## src/rtl/ts_fmt_pkg.sv

```systemverilog
package ts_fmt_pkg;
  localparam int            SYM_W    = 8;
  localparam int            PKT_BYTES = 188;
  localparam logic [7:0]    SYNC_VAL = 8'h47;

  typedef struct packed {
    logic serial;
    logic sync_full;
    logic err_ins;
  } fmt_cfg_t;
endpackage

```

## src/rtl/ts_pkt_track.sv

```systemverilog
module ts_pkt_track
  import ts_fmt_pkg::*;
#(
  parameter int         BYTE_W = SYM_W,
  parameter int         PKT_LEN = PKT_BYTES,
  parameter logic [BYTE_W-1:0] SYNC_CODE = SYNC_VAL
) (
  input  logic              clk,
  input  logic              rst_ni,
  input  logic              acc_i,
  input  logic              sop_i,
  input  logic [BYTE_W-1:0] data_i,
  input  logic              err_i,
  input  fmt_cfg_t          cfg_i,
  output fmt_cfg_t          cur_cfg_o,
  output fmt_cfg_t          eff_cfg_o,
  output logic [BYTE_W-1:0] byte_o,
  output logic              is_sync_o,
  output logic              err_o
);
  localparam int POS_W = $clog2(PKT_LEN);
  localparam logic [POS_W-1:0] LAST_POS = POS_W'(PKT_LEN - 1);

  logic [POS_W-1:0] pos_q, pos_d;
  fmt_cfg_t         cfg_q, cfg_d;
  logic             err_q, err_d;
  logic             patch;

  always_comb begin
    eff_cfg_o = sop_i ? cfg_i : cfg_q;
    err_o     = sop_i ? err_i : err_q;
    patch     = !sop_i && (pos_q == '0) && err_o && eff_cfg_o.err_ins;
    byte_o    = data_i;
    byte_o[BYTE_W-1] = data_i[BYTE_W-1] | patch;
    is_sync_o = sop_i && (data_i == SYNC_CODE);
    cur_cfg_o = cfg_q;
  end

  always_comb begin
    pos_d = pos_q;
    cfg_d = cfg_q;
    err_d = err_q;
    if (acc_i) begin
      if (sop_i) begin
        pos_d = '0;
        cfg_d = cfg_i;
        err_d = err_i;
      end else if (pos_q != LAST_POS) begin
        pos_d = pos_q + 1'b1;
      end
    end
  end

  always_ff @(posedge clk or negedge rst_ni) begin
    if (!rst_ni) begin
      pos_q <= LAST_POS;
      cfg_q <= '0;
      err_q <= 1'b0;
    end else begin
      pos_q <= pos_d;
      cfg_q <= cfg_d;
      err_q <= err_d;
    end
  end

  // options only move with an accepted start-of-packet byte
  a_r10_cfg_hold: assert property (@(posedge clk) disable iff (!rst_ni)
    !(acc_i && sop_i) |=> $stable(cfg_q));

  // only the byte right after the sync byte may differ from the input
  a_r8_patch_site: assert property (@(posedge clk) disable iff (!rst_ni)
    (byte_o != data_i) |-> (!sop_i && pos_q == '0 && err_o));
endmodule

```

## src/rtl/ts_par_stage.sv

```systemverilog
module ts_par_stage #(
  parameter int BYTE_W = 8
) (
  input  logic              clk,
  input  logic              rst_ni,
  input  logic              load_i,
  input  logic [BYTE_W-1:0] byte_i,
  input  logic              sync_i,
  input  logic              err_i,
  output logic [BYTE_W-1:0] data_o,
  output logic              en_o,
  output logic              sync_o,
  output logic              uncor_o
);
  logic [BYTE_W-1:0] data_q, data_d;
  logic              en_q, en_d, sync_q, sync_d, unc_q, unc_d;

  always_comb begin
    en_d   = load_i;
    data_d = load_i ? byte_i : '0;
    sync_d = load_i && sync_i;
    unc_d  = load_i && err_i;
  end

  always_ff @(posedge clk or negedge rst_ni) begin
    if (!rst_ni) begin
      data_q <= '0;
      en_q   <= 1'b0;
      sync_q <= 1'b0;
      unc_q  <= 1'b0;
    end else begin
      data_q <= data_d;
      en_q   <= en_d;
      sync_q <= sync_d;
      unc_q  <= unc_d;
    end
  end

  assign data_o  = data_q;
  assign en_o    = en_q;
  assign sync_o  = sync_q;
  assign uncor_o = unc_q;

  // each parallel symbol lasts exactly one cycle unless reloaded
  a_r3_one_cycle: assert property (@(posedge clk) disable iff (!rst_ni)
    (en_q && !load_i) |=> !en_q);
endmodule

```

## src/rtl/ts_ser_shift.sv

```systemverilog
module ts_ser_shift #(
  parameter int BYTE_W = 8
) (
  input  logic              clk,
  input  logic              rst_ni,
  input  logic              load_i,
  input  logic [BYTE_W-1:0] byte_i,
  input  logic              sync_i,
  input  logic              full_i,
  input  logic              err_i,
  output logic              idle_o,
  output logic              bit_o,
  output logic              en_o,
  output logic              sync_o,
  output logic              uncor_o
);
  localparam int CNT_W = $clog2(BYTE_W) + 1;
  localparam logic [CNT_W-1:0] REST = CNT_W'(BYTE_W - 1);

  logic [BYTE_W-2:0] sh_q, sh_d;
  logic [CNT_W-1:0]  rem_q, rem_d;
  logic              hold_sync_q, hold_sync_d, err_q, err_d;
  logic              bit_q, bit_d, en_q, en_d, sync_q, sync_d, unc_q, unc_d;

  always_comb begin
    sh_d        = sh_q;
    rem_d       = rem_q;
    hold_sync_d = hold_sync_q;
    err_d       = err_q;
    bit_d       = 1'b0;
    en_d        = 1'b0;
    sync_d      = 1'b0;
    unc_d       = 1'b0;
    if (load_i) begin
      bit_d       = byte_i[BYTE_W-1];
      sh_d        = byte_i[BYTE_W-2:0];
      rem_d       = REST;
      hold_sync_d = sync_i && full_i;
      err_d       = err_i;
      en_d        = 1'b1;
      sync_d      = sync_i;
      unc_d       = err_i;
    end else if (rem_q != '0) begin
      bit_d  = sh_q[BYTE_W-2];
      sh_d   = {sh_q[BYTE_W-3:0], 1'b0};
      rem_d  = rem_q - 1'b1;
      en_d   = 1'b1;
      sync_d = hold_sync_q;
      unc_d  = err_q;
    end
  end

  always_ff @(posedge clk or negedge rst_ni) begin
    if (!rst_ni) begin
      sh_q        <= '0;
      rem_q       <= '0;
      hold_sync_q <= 1'b0;
      err_q       <= 1'b0;
      bit_q       <= 1'b0;
      en_q        <= 1'b0;
      sync_q      <= 1'b0;
      unc_q       <= 1'b0;
    end else begin
      sh_q        <= sh_d;
      rem_q       <= rem_d;
      hold_sync_q <= hold_sync_d;
      err_q       <= err_d;
      bit_q       <= bit_d;
      en_q        <= en_d;
      sync_q      <= sync_d;
      unc_q       <= unc_d;
    end
  end

  assign idle_o  = (rem_q == '0);
  assign bit_o   = bit_q;
  assign en_o    = en_q;
  assign sync_o  = sync_q;
  assign uncor_o = unc_q;

  // a new byte is only loaded after the previous one is fully shifted
  a_r5_load_idle: assert property (@(posedge clk) disable iff (!rst_ni)
    load_i |-> (rem_q == '0));

  // bits of one byte come out in consecutive cycles
  a_r5_burst: assert property (@(posedge clk) disable iff (!rst_ni)
    (rem_q != '0) |=> en_q);
endmodule

```

## src/rtl/ts_stream_fmt.sv

```systemverilog
module ts_stream_fmt
  import ts_fmt_pkg::*;
#(
  parameter int BYTE_W = SYM_W,
  parameter int PKT_LEN = PKT_BYTES
) (
  input  logic              clk,
  input  logic              rst_n,
  input  logic              cfg_oe,
  input  logic              cfg_serial,
  input  logic              cfg_sync_full,
  input  logic              cfg_no_flag_a,
  input  logic              cfg_no_flag_b,
  input  logic              in_valid,
  output logic              in_ready,
  input  logic [BYTE_W-1:0] in_data,
  input  logic              in_sop,
  input  logic              in_err,
  output logic              out_oe,
  output logic [BYTE_W-1:0] out_data,
  output logic              out_en,
  output logic              out_sync,
  output logic              out_uncor
);
  localparam int RST_STAGES = 2;

  logic [RST_STAGES-1:0] rst_pipe_q;
  logic                  rst_s_n;
  logic                  oe_q;
  fmt_cfg_t              live_cfg, cur_cfg, eff_cfg;
  logic                  acc, load_par, load_ser;
  logic [BYTE_W-1:0]     pkt_byte, par_data;
  logic                  pkt_sync, pkt_err;
  logic                  par_en, par_sync, par_unc;
  logic                  ser_idle, ser_bit, ser_en, ser_sync, ser_unc;

  always_ff @(posedge clk or negedge rst_n) begin
    if (!rst_n) rst_pipe_q <= '0;
    else        rst_pipe_q <= {rst_pipe_q[RST_STAGES-2:0], 1'b1};
  end
  assign rst_s_n = rst_pipe_q[RST_STAGES-1];

  always_ff @(posedge clk or negedge rst_s_n) begin
    if (!rst_s_n) oe_q <= 1'b0;
    else          oe_q <= cfg_oe;
  end

  always_comb begin
    live_cfg.serial    = cfg_serial;
    live_cfg.sync_full = cfg_sync_full;
    live_cfg.err_ins   = !cfg_no_flag_a && !cfg_no_flag_b;
    in_ready = rst_s_n && (cur_cfg.serial ? ser_idle : 1'b1);
    acc      = in_valid && in_ready;
    load_par = acc && !eff_cfg.serial;
    load_ser = acc && eff_cfg.serial;
  end

  ts_pkt_track #(.BYTE_W(BYTE_W), .PKT_LEN(PKT_LEN), .SYNC_CODE(BYTE_W'(SYNC_VAL))) u_track (
    .clk(clk), .rst_ni(rst_s_n), .acc_i(acc), .sop_i(in_sop), .data_i(in_data),
    .err_i(in_err), .cfg_i(live_cfg), .cur_cfg_o(cur_cfg), .eff_cfg_o(eff_cfg),
    .byte_o(pkt_byte), .is_sync_o(pkt_sync), .err_o(pkt_err)
  );

  ts_par_stage #(.BYTE_W(BYTE_W)) u_par (
    .clk(clk), .rst_ni(rst_s_n), .load_i(load_par), .byte_i(pkt_byte),
    .sync_i(pkt_sync), .err_i(pkt_err), .data_o(par_data), .en_o(par_en),
    .sync_o(par_sync), .uncor_o(par_unc)
  );

  ts_ser_shift #(.BYTE_W(BYTE_W)) u_ser (
    .clk(clk), .rst_ni(rst_s_n), .load_i(load_ser), .byte_i(pkt_byte),
    .sync_i(pkt_sync), .full_i(eff_cfg.sync_full), .err_i(pkt_err),
    .idle_o(ser_idle), .bit_o(ser_bit), .en_o(ser_en), .sync_o(ser_sync),
    .uncor_o(ser_unc)
  );

  assign out_oe    = oe_q;
  assign out_data  = par_data | {{(BYTE_W-1){1'b0}}, ser_bit};
  assign out_en    = par_en | ser_en;
  assign out_sync  = par_sync | ser_sync;
  assign out_uncor = par_unc | ser_unc;

  // the two output stages never drive a symbol in the same cycle
  a_r5_one_stage: assert property (@(posedge clk) disable iff (!rst_s_n)
    !(par_en && ser_en));

  // an empty output cycle carries no data or markers
  a_r9_idle_quiet: assert property (@(posedge clk) disable iff (!rst_s_n)
    !out_en |-> (out_data == '0 && !out_sync && !out_uncor));

  // pad enable follows the register request one edge later
  a_r2_oe_follow: assert property (@(posedge clk) disable iff (!rst_s_n)
    $past(rst_s_n) |-> (out_oe == $past(cfg_oe)));
endmodule

```

## config.mk

```make
export PLATFORM = sky130hd
export DESIGN_NAME = ts_stream_fmt
export DESIGN_NICKNAME = d
export VERILOG_FILES = /design/src/rtl/ts_fmt_pkg.sv /design/src/rtl/ts_pkt_track.sv /design/src/rtl/ts_par_stage.sv /design/src/rtl/ts_ser_shift.sv /design/src/rtl/ts_stream_fmt.sv
export SDC_FILE = /design/constraint.sdc
export NUM_CORES = 1
export LEC_CHECK = 0
export ABC_AREA = 1
export BUFFER_PORTS_ARGS = -buffer_cell sky130_fd_sc_hd__buf_2
export CELL_PAD_IN_SITES_DETAIL_PLACEMENT = 1
export CELL_PAD_IN_SITES_GLOBAL_PLACEMENT = 1
export CORE_MARGIN = 5
export CORE_UTILIZATION = 45
export DETAILED_ROUTE_END_ITERATION = 10
export PLACE_DENSITY_LB_ADDON = 0.3
export SYNTH_ARGS = -nofsm -noshare
export SYNTH_HDL_FRONTEND = slang
export SYNTH_HIERARCHICAL = 1
export SYNTH_SLANG_ARGS = --single-unit
```

## constraint.sdc

```tcl
create_clock -name clk -period 2.98 [get_ports clk]
set_input_delay 0 -clock clk [delete_from_list [all_inputs] [get_ports clk]]
set_output_delay 0 -clock clk [all_outputs]
set_load 0.01 [all_outputs]
```

Word-level counts from Yosys, hierarchy flattened
Cells that the tools add are included.
Widths: inputs -> output; s select.

storage, ports and cells
  input bits = 18
  output and inout port bits = 13
  bits in registers = 43

operators by class
  eq/ne operators = 2
  mux-type cells = 18
  $add $sub $neg = 2
  bitwise operators = 5
  reduce and logical (&&, ||, !) cells = 22

operator list
  kind                 number
  $mux 8               3
  $mux 7               2
  $logic_and 1x1->1    12
  $mux 1               10
  $add 8x1->8 const B  1
  $eq 8x7->1 const B   1
  $logic_not 8->1      1
  $mux 4               2
  $ne 8x8->1 const B   1
  $or 8x1->8           1
  $logic_not 1->1      4
  $logic_not 4->1      1
  $or 1x1->1           4
  $reduce_bool 2->1    2
  $reduce_bool 4->1    1
  $sub 4x1->4 const B  1
  $mux 3               1
  $reduce_and 2->1     1

Longest topological paths before layout
Gate-level depths: netlist of the first run.

  word-level depth = 6
  mapped depth = 14
  mapped depth without buffers = 13

Modules after synthesis
The synthesis of the first run kept the hierarchy.

modules (own cells, without submodules)
  module         seq. area each (µm²)  area each (µm²)  times used  cells each
  ts_pkt_track   307.8                 862.1            1           122
  ts_ser_shift   425.4                 819.5            1           94
  ts_par_stage   275.3                 361.6            1           32
  ts_stream_fmt  75.1                  150.1            1           17

Worst setup path before layout of the first run
No wires, ideal clock.

  kind = reg2reg
  from = register rst_pipe_q[1]
  to = register u_ser.sh_q[5]
  clock period less this slack = 2.134 ns
  slack = 0.846 ns
  cell stages (with the launch flop) = 9
  library setup time = 0.074 ns
  path buffers = 2
  arrival = 2.060 ns
  cells stage by stage = dfrtp_1 -> nand3_2 -> nor2_1 -> buf_6 -> inv_6 -> nand3_4 -> buf_6 -> nand2_1 -> o21ai_2

between the ends
  longest elaborated chain between the ends = 4

ends and longest elaborated chain
  element                                             RTL line             source
  from (decl)                                         ts_stream_fmt.sv:27  logic [RST_STAGES-1:0] rst_pipe_q;
  from (signal assigned)                              ts_stream_fmt.sv:39  else rst_pipe_q <= {rst_pipe_q[RST_STAGES-2:0], 1'b1};
  $logic_and 1x1->1 *                                 ts_stream_fmt.sv:52  in_ready = rst_s_n && (cur_cfg.serial ? ser_idle : 1'b1);
  $logic_and 1x1->1 *                                 ts_stream_fmt.sv:53  acc = in_valid && in_ready;
  $logic_and 1x1->1 *                                 ts_stream_fmt.sv:55  load_ser = acc && eff_cfg.serial;
  net load_ser                                        ts_stream_fmt.sv:31  logic acc, load_par, load_ser;
  $mux 7 / $reduce_bool 2->1 (equally long branches)  --
  to (signal assigned)                                ts_ser_shift.sv:55   sh_q <= '0;
  to (signal assigned)                                ts_ser_shift.sv:64   sh_q <= sh_d;
  to (decl)                                           ts_ser_shift.sv:20   logic [BYTE_W-2:0] sh_q, sh_d;

The timed path passes the listed nets; every way through them passes the cells marked *.
A chain may end at the register's enable or synchronous reset.

Worst setup path after layout of the first run
  from = register u_ser.rem_q[0]
  to = register u_par.data_q[7], in the netlist u_par/data_o[7]

between the ends
  longest elaborated chain between the ends = 6

ends and longest elaborated chain
  element                 RTL line             source
  from (decl)             ts_ser_shift.sv:21   logic [CNT_W-1:0] rem_q, rem_d;
  from (signal assigned)  ts_ser_shift.sv:65   rem_q <= rem_d;
  $logic_not 4->1         ts_ser_shift.sv:75   assign idle_o = (rem_q == '0);
  net ser_idle            ts_stream_fmt.sv:35  logic ser_idle, ser_bit, ser_en, ser_sync, ser_unc;
  $mux 1                  ts_stream_fmt.sv:52
  $logic_and 1x1->1       ts_stream_fmt.sv:52
  $logic_and 1x1->1       ts_stream_fmt.sv:53
  $logic_and 1x1->1       ts_stream_fmt.sv:54  load_par = acc && !eff_cfg.serial;
  net load_par            ts_stream_fmt.sv:31
  $mux 8                  ts_par_stage.sv:20   data_d = load_i ? byte_i : '0;
  net u_par.data_d[7]     ts_par_stage.sv:15   logic [BYTE_W-1:0] data_q, data_d;
  to (signal assigned)    ts_par_stage.sv:32   data_q <= data_d;
  to (decl)               ts_par_stage.sv:15

The timed path passes the listed nets, and every way through them passes these cells.

==> results_dict.tcl, run 1 <==
set metrics [dict create \
    cp.required_ps 3220 \
    path_buf_inv 3 \
    dr.pass1.iters 4 \
    wl_per_cell_um 13.4 \
    finalSetupViolCount 0 \
    synthCells 264 \
    syn_area_per_cell_um2 8.29 \
    status "completed" \
    mostFrequentLayoutCells "nand2_1 (79), inv_1 (39), dfrtp_1 (36)" \
    place_ws_ps 701 \
    grt_use_met2 0.286 \
    setup-tns-final_ps 0 \
    post_cts_buffers 0 \
    top_usage_layer "met2" \
    critPathMaxFanout 11 \
    overflow 0 \
    worstHoldStart "cfg_sync_full" \
    layout_commonest_cell "nand2_1" \
    antennaDiodeCount 0 \
    gr-usage-met1 0.219 \
    syn2layout_area_growth_pct 15.5 \
    skew_ps 8.61 \
    end_kind "flop" \
    cp_slowest_stage_delay_ps 640 \
    synth_warnings 6 \
    hpwl_um 3510 \
    drc 0 \
    die_y_um 79.8 \
    r2r_start "u_ser/rem_q[0]" \
    clock_tree.buffer_depth 2 \
    layout_min_cycle_time_ps 2310 \
    cts_tree "done" \
    vias_per_cell 4.77 \
    fp.dieW_um 79.8 \
    routed_wl_um 4930 \
    hold_path_class "in -> reg" \
    fmax_mhz 433 \
    gp_congestion 0.747 \
    antenna_found_initial 0 \
    ant_nets 0 \
    globalRouteTotalUtil 0.171 \
    cap_violations 0 \
    grt_pass1_wl_um 8380 \
    cp_top_family "simple AND/OR/NAND/NOR gates" \
    rsz0062_at_grt "false" \
    cts-root-buf "clkbuf_8" \
    netlist_area_um2 2190 \
    critPathKind "reg -> reg" \
    p_leak_nw 1.33 \
    synthesis.nets 285 \
    fin_crit_sh 0.775 \
    h-tree-depth 2 \
    grt_max_degree 43 \
    cts_num_sinks 43 \
    grt_pass1_vias 1809 \
    drv_slew 0 \
    grt_use_met3 0.0406 \
    powerDensity_nw_per_um2 730 \
    drt_iter0_markers 61 \
    portBuffers 30 \
    cp.arrival_ps 2550 \
    cts_buffers 5 \
    drive_above_1_share 0.243 \
    cp_cell_sequence "inv_1 -> ha_1 -> nand2_1 -> nor2_2 -> inv_1 -> nand2_2 -> nand3_2 -> nor2_1 -> nand2_1 -> inv_1" \
    slew_headroom 0.448 \
    initial_core_util 0.464 \
    final_nets 320 \
    vdd.ir_drop.worst_v 0.000422 \
    core_um2 4720 \
    via_count 1752 \
    fin_ws_ps 671 \
    clk_latency_ps 300 \
    clk_pin_slew_ps 80 \
    crit_top_cell "inv_1" \
    crit_slowest_cell "nor2_1" \
    tightest_slew_ps 825 \
    hold_viol 0 \
    crit_start "u_ser/rem_q[0]" \
    worstSetupStartpointType "flop" \
    fp-row-count 25 \
    fp.dieArea_um2 6360 \
    ios 31 \
]
[worst paths after layout]
path	end	slack, ps	cells after the start
setup reg to reg	u_par/data_o[7]	670	10
setup / recovery	u_par/data_o[7]	670	10
min in group asynchronous	u_track/err_q	380	1
hold / removal	u_track/cur_cfg_o[1]	80	5
hold reg to reg	rst_pipe_q[1]	370	0
max in group asynchronous	u_track/pos_q[4]	2220	1
[metal layers]
layer / part of all wire / vias to the layer above
met1: 0.46 / 840
li1: - / 872
met2: 0.47 / 33
met3: 0.048 / 7
met4: 0.015 / 0
met5: 0 / -
[layout make-up]
type / instances / area, um^2
repair buffers: 42 / 265
fillers: 598 / 2190
clock inverters: 3 / 43.8
inverters: 44 / 175
flip-flops and latches: 43 / 1080
clock buffers: 5 / 68.8
multi-input cells: 163 / 807
well taps: 67 / 83.8
[report_power, final]
group,leakage (nW),switching [W],internal (W)
clock,0.0581,0.000211,0.000250
sequential,0.545,0.0000860,0.000726
combinational,0.726,0.000359,0.000214
total,1.33,0.000656,0.00119
[worst reg2reg max path, delay by kind of cell, from the launching register on]
kind                       cells  cell delay, ps
adders and majority gates      1             300
and+or+nand+nor                6            1270
buffers and inverters          3             300
DFF                            1             390
[stage by stage]
step / hold slack [ps] / utilization / cell area [um^2] / power [W] / cells
final: 75.7 / 0.535 / 2530 / 0.00185 / 367
after global routing: 92.0 / 0.535 / 2530 / 0.00199 / 367
after CTS: 63.7 / 0.535 / 2530 / 0.00187 / 367
after detailed placement: -210 / 0.490 / 2320 / 0.00139 / 349
after global placement: -213 / 0.490 / 2320 / 0.00136 / 349
after floorplan: -296 / - / 2190 / 0.00126 / 264
[registers in the layout, indices dropped and copies added (netlist names)]
| signal | flops |
|---|---|
| out_oe | 1 |
| rst_pipe_q | 2 |
| u_par/data_o | 8 |
| u_par/en_o | 1 |
| u_par/sync_o | 1 |
| u_par/uncor_o | 1 |
| u_ser/bit_o | 1 |
| u_ser/en_o | 1 |
| u_ser/err_q | 1 |
| u_ser/hold_sync_q | 1 |
| u_ser/rem_q | 4 |
| u_ser/sh_q | 7 |
| u_ser/sync_o | 1 |
| u_ser/uncor_o | 1 |
| u_track/cur_cfg_o | 3 |
| u_track/err_q | 1 |
| u_track/pos_q | 8 |
[timing repair]
action,in CTS,in global routing
gates resized for setup,0,0
endpoints found under the hold margin,11,0
hold buffers,10,0
Power figures use the tool's default switching activity.
==> run 2: changes to the inputs <==
Settings changed: CORE_UTILIZATION 45 to 42.
Clock period 2.98 ns to 2.25 ns, I/O delays scaled along.
==> run 2 against run 1 <==
  * Non-clock buffer count rose by 1
  * Sequential power rose by 33%
  * Sequential cell count did not move
  * Setup slack got worse by 440 ps
  * Clock power rose by 28%
  * Final cell count rose by 1.1%
  * Clock skew rose by 1.7 ps
  * Critical path type unchanged
  * Design area rose by 0.69%
  * First-iteration DRC count rose by 51%
  * Critical path depth rose by 2
  * Worst hold slack got worse by 44 ps
==> results_dict.tcl, run 2 (synthesized netlist as in run 1, its figures left out) <==
set metrics [dict create \
    hold_viol 0 \
    cts_tree "done" \
    critPathKind "reg -> reg" \
    syn2layout_area_growth_pct 16.3 \
    drv_slew 0 \
    fin_crit_sh 0.897 \
    reg2reg_depth 12 \
    drc 0 \
    hpwl_um 3610 \
    fillCellCount 668 \
    place_area_um2 2350 \
    powerDensity_nw_per_um2 970 \
    ff2ff_setup_slack_ps 230 \
    overflow 0 \
    finalSetupViolCount 0 \
    regArea_um2 1080 \
    layout_min_cycle_time_ps 2020 \
    portBuffers 30 \
    fp.dieArea_um2 6760 \
    ant_nets 0 \
    gp_congestion 0.835 \
    p_leak_nw 1.33 \
    fp.dieW_um 82.2 \
    drt_iter0_markers 92 \
    setup-tns-final_ps 0 \
    layout_commonest_cell "nand2_1" \
    cap_violations 0 \
    via_count 1698 \
    combPwrFrac 0.322 \
    grt_pass1_wl_um 8610 \
    worstSetupStartpointType "flop" \
    wl_per_cell_um 13.5 \
    critPathMaxFanout 11 \
    r2r_start "u_ser/rem_q[0]" \
    p_total_w 0.00247 \
    cp-endpoint "u_track/pos_q[1]" \
    tightest_slew_ps 526 \
    rsz0062_at_grt "false" \
    core_um2 5070 \
    h-tree-depth 2 \
    vdd.ir_drop.worst_v 0.000465 \
    antenna_found_initial 0 \
    stdcell_area_um2 2550 \
    skew_ps 10.3 \
    die_y_um 82.2 \
    cts-root-buf "clkbuf_8" \
    cp.arrival_ps 2260 \
    mostFrequentLayoutCells "nand2_1 (79), inv_1 (39), dfrtp_1 (36)" \
    ios 31 \
    routed_wl_um 5000 \
    end_kind "flop" \
    grt_max_degree 43 \
    p_int_w 0.00160 \
    initial_core_util 0.431 \
    final_nets 321 \
    switchingPower_w 0.000875 \
    fp-row-count 26 \
    dr.pass1.iters 4 \
    hold_path_class "in -> async" \
    rr_endpoint "u_track/pos_q[1]" \
    vias_per_cell 4.58 \
    fmax_mhz 496 \
    drive_above_1_share 0.246 \
    pwr-share-clk 0.239 \
    cts_buffers 5 \
    clk_pin_slew_ps 80 \
    clock_tree.buffer_depth 2 \
    globalRouteTotalUtil 0.169 \
    finish.utilization 0.502 \
    grt_pass1_vias 1845 \
    status "completed" \
    cts_num_sinks 43 \
    clk_latency_ps 300 \
    p_seq_frac 0.439 \
    multiInputGateArea_um2 810 \
    cp.required_ps 2490 \
    slew_headroom 0.649 \
    netSwitchingFraction 0.354 \
    antennaDiodeCount 0 \
    crit_start "u_ser/rem_q[0]" \
]
[run 2: cell types whose count changed in the layout (fill, tap and decap cells not counted)]
| cell | previous run | this run |
|---|---|---|
| dlygate4sd3_1 | 10 | 9 |
| clkinv_4 | 2 | 1 |
| clkinv_2 | 1 | 0 |
| nor2_2 | 2 | 3 |
| nor2_1 | 13 | 12 |
| clkbuf_1 | 0 | 2 |
| buf_12 | 0 | 1 |
| buf_4 | 2 | 3 |
[run 2: worst min-delay path by stage]
stage                     slack [ps]            end  cells after the start   from
final                             30  rst_pipe_q[1]                      2  rst_n
after global routing              20  rst_pipe_q[1]                      2  rst_n
after CTS                          3  rst_pipe_q[1]                      2  rst_n
after detailed placement        -210  rst_pipe_q[0]                      1  rst_n
after global placement          -220  rst_pipe_q[0]                      1  rst_n
after floorplan                 -300  rst_pipe_q[0]                      0  rst_n
[run 2: power groups by stage]
stage	registers (W)	clock network [W]	logic (W)
6_report	0.00108	0.000591	0.000795
5_1_grt	0.00110	0.000645	0.000901
4_1_cts	0.00108	0.000610	0.000802
3_5_place_dp	0.00110	0	0.000783
3_3_place_gp	0.00109	0	0.000744
2_1_floorplan	0.00108	0	0.000586
[run 2: metal layers]
| metal | GRT usage | wire length, um | part of all wire | vias to the layer above |
|---|---|---|---|---|
| met5 | 0 | 0 | 0 | - |
| met1 | 0.224 | 2390 | 0.48 | 796 |
| li1 | - | - | - | 866 |
| met2 | 0.280 | 2370 | 0.47 | 28 |
| met4 | 0.0648 | 74 | 0.015 | 0 |
| met3 | 0.0239 | 169 | 0.034 | 8 |
[run 2: final cells by class]
type / instances / area share
clock inverters: 1 / 0.0118
repair buffers: 43 / 0.111
inverters: 44 / 0.0688
clock buffers: 7 / 0.0300
multi-input cells: 163 / 0.318
flip-flops and latches: 43 / 0.426
well taps: 70 / 0.0344
[run 2: stage by stage]
| stage | worst slack (ps) | hold WS (ps) | instances |
|---|---|---|---|
| 4_1_cts | 192 | 2.52 | 371 |
| 3_5_place_dp | 221 | -214 | 354 |
| 6_report | 232 | 31.9 | 371 |
| 3_3_place_gp | 357 | -215 | 354 |
| 5_1_grt | 41.6 | 17.2 | 371 |
| 2_1_floorplan | 116 | -296 | 264 |
[run 2: worst max-delay path, cell delays in order, from the launching register on]
cell and delay [ps]:
dfrtp_1 400, inv_1 130, ha_1 190, nand2_1 80, nor2_2 160, inv_1 90, nand2_2 70, nand3_2 80
inv_1 210, nand2_2 220, nor2_1 180, nand2_1 70, nand2_1 60
[run 2: repair_timing]
action / 4_1_cts / 5_1_grt
hold buffers: 9 / 0
endpoints found under the hold margin: 11 / 0
setup buffers: 0 / 0
gates resized for setup: 0 / 1
setup endpoints to repair: 0 / 3
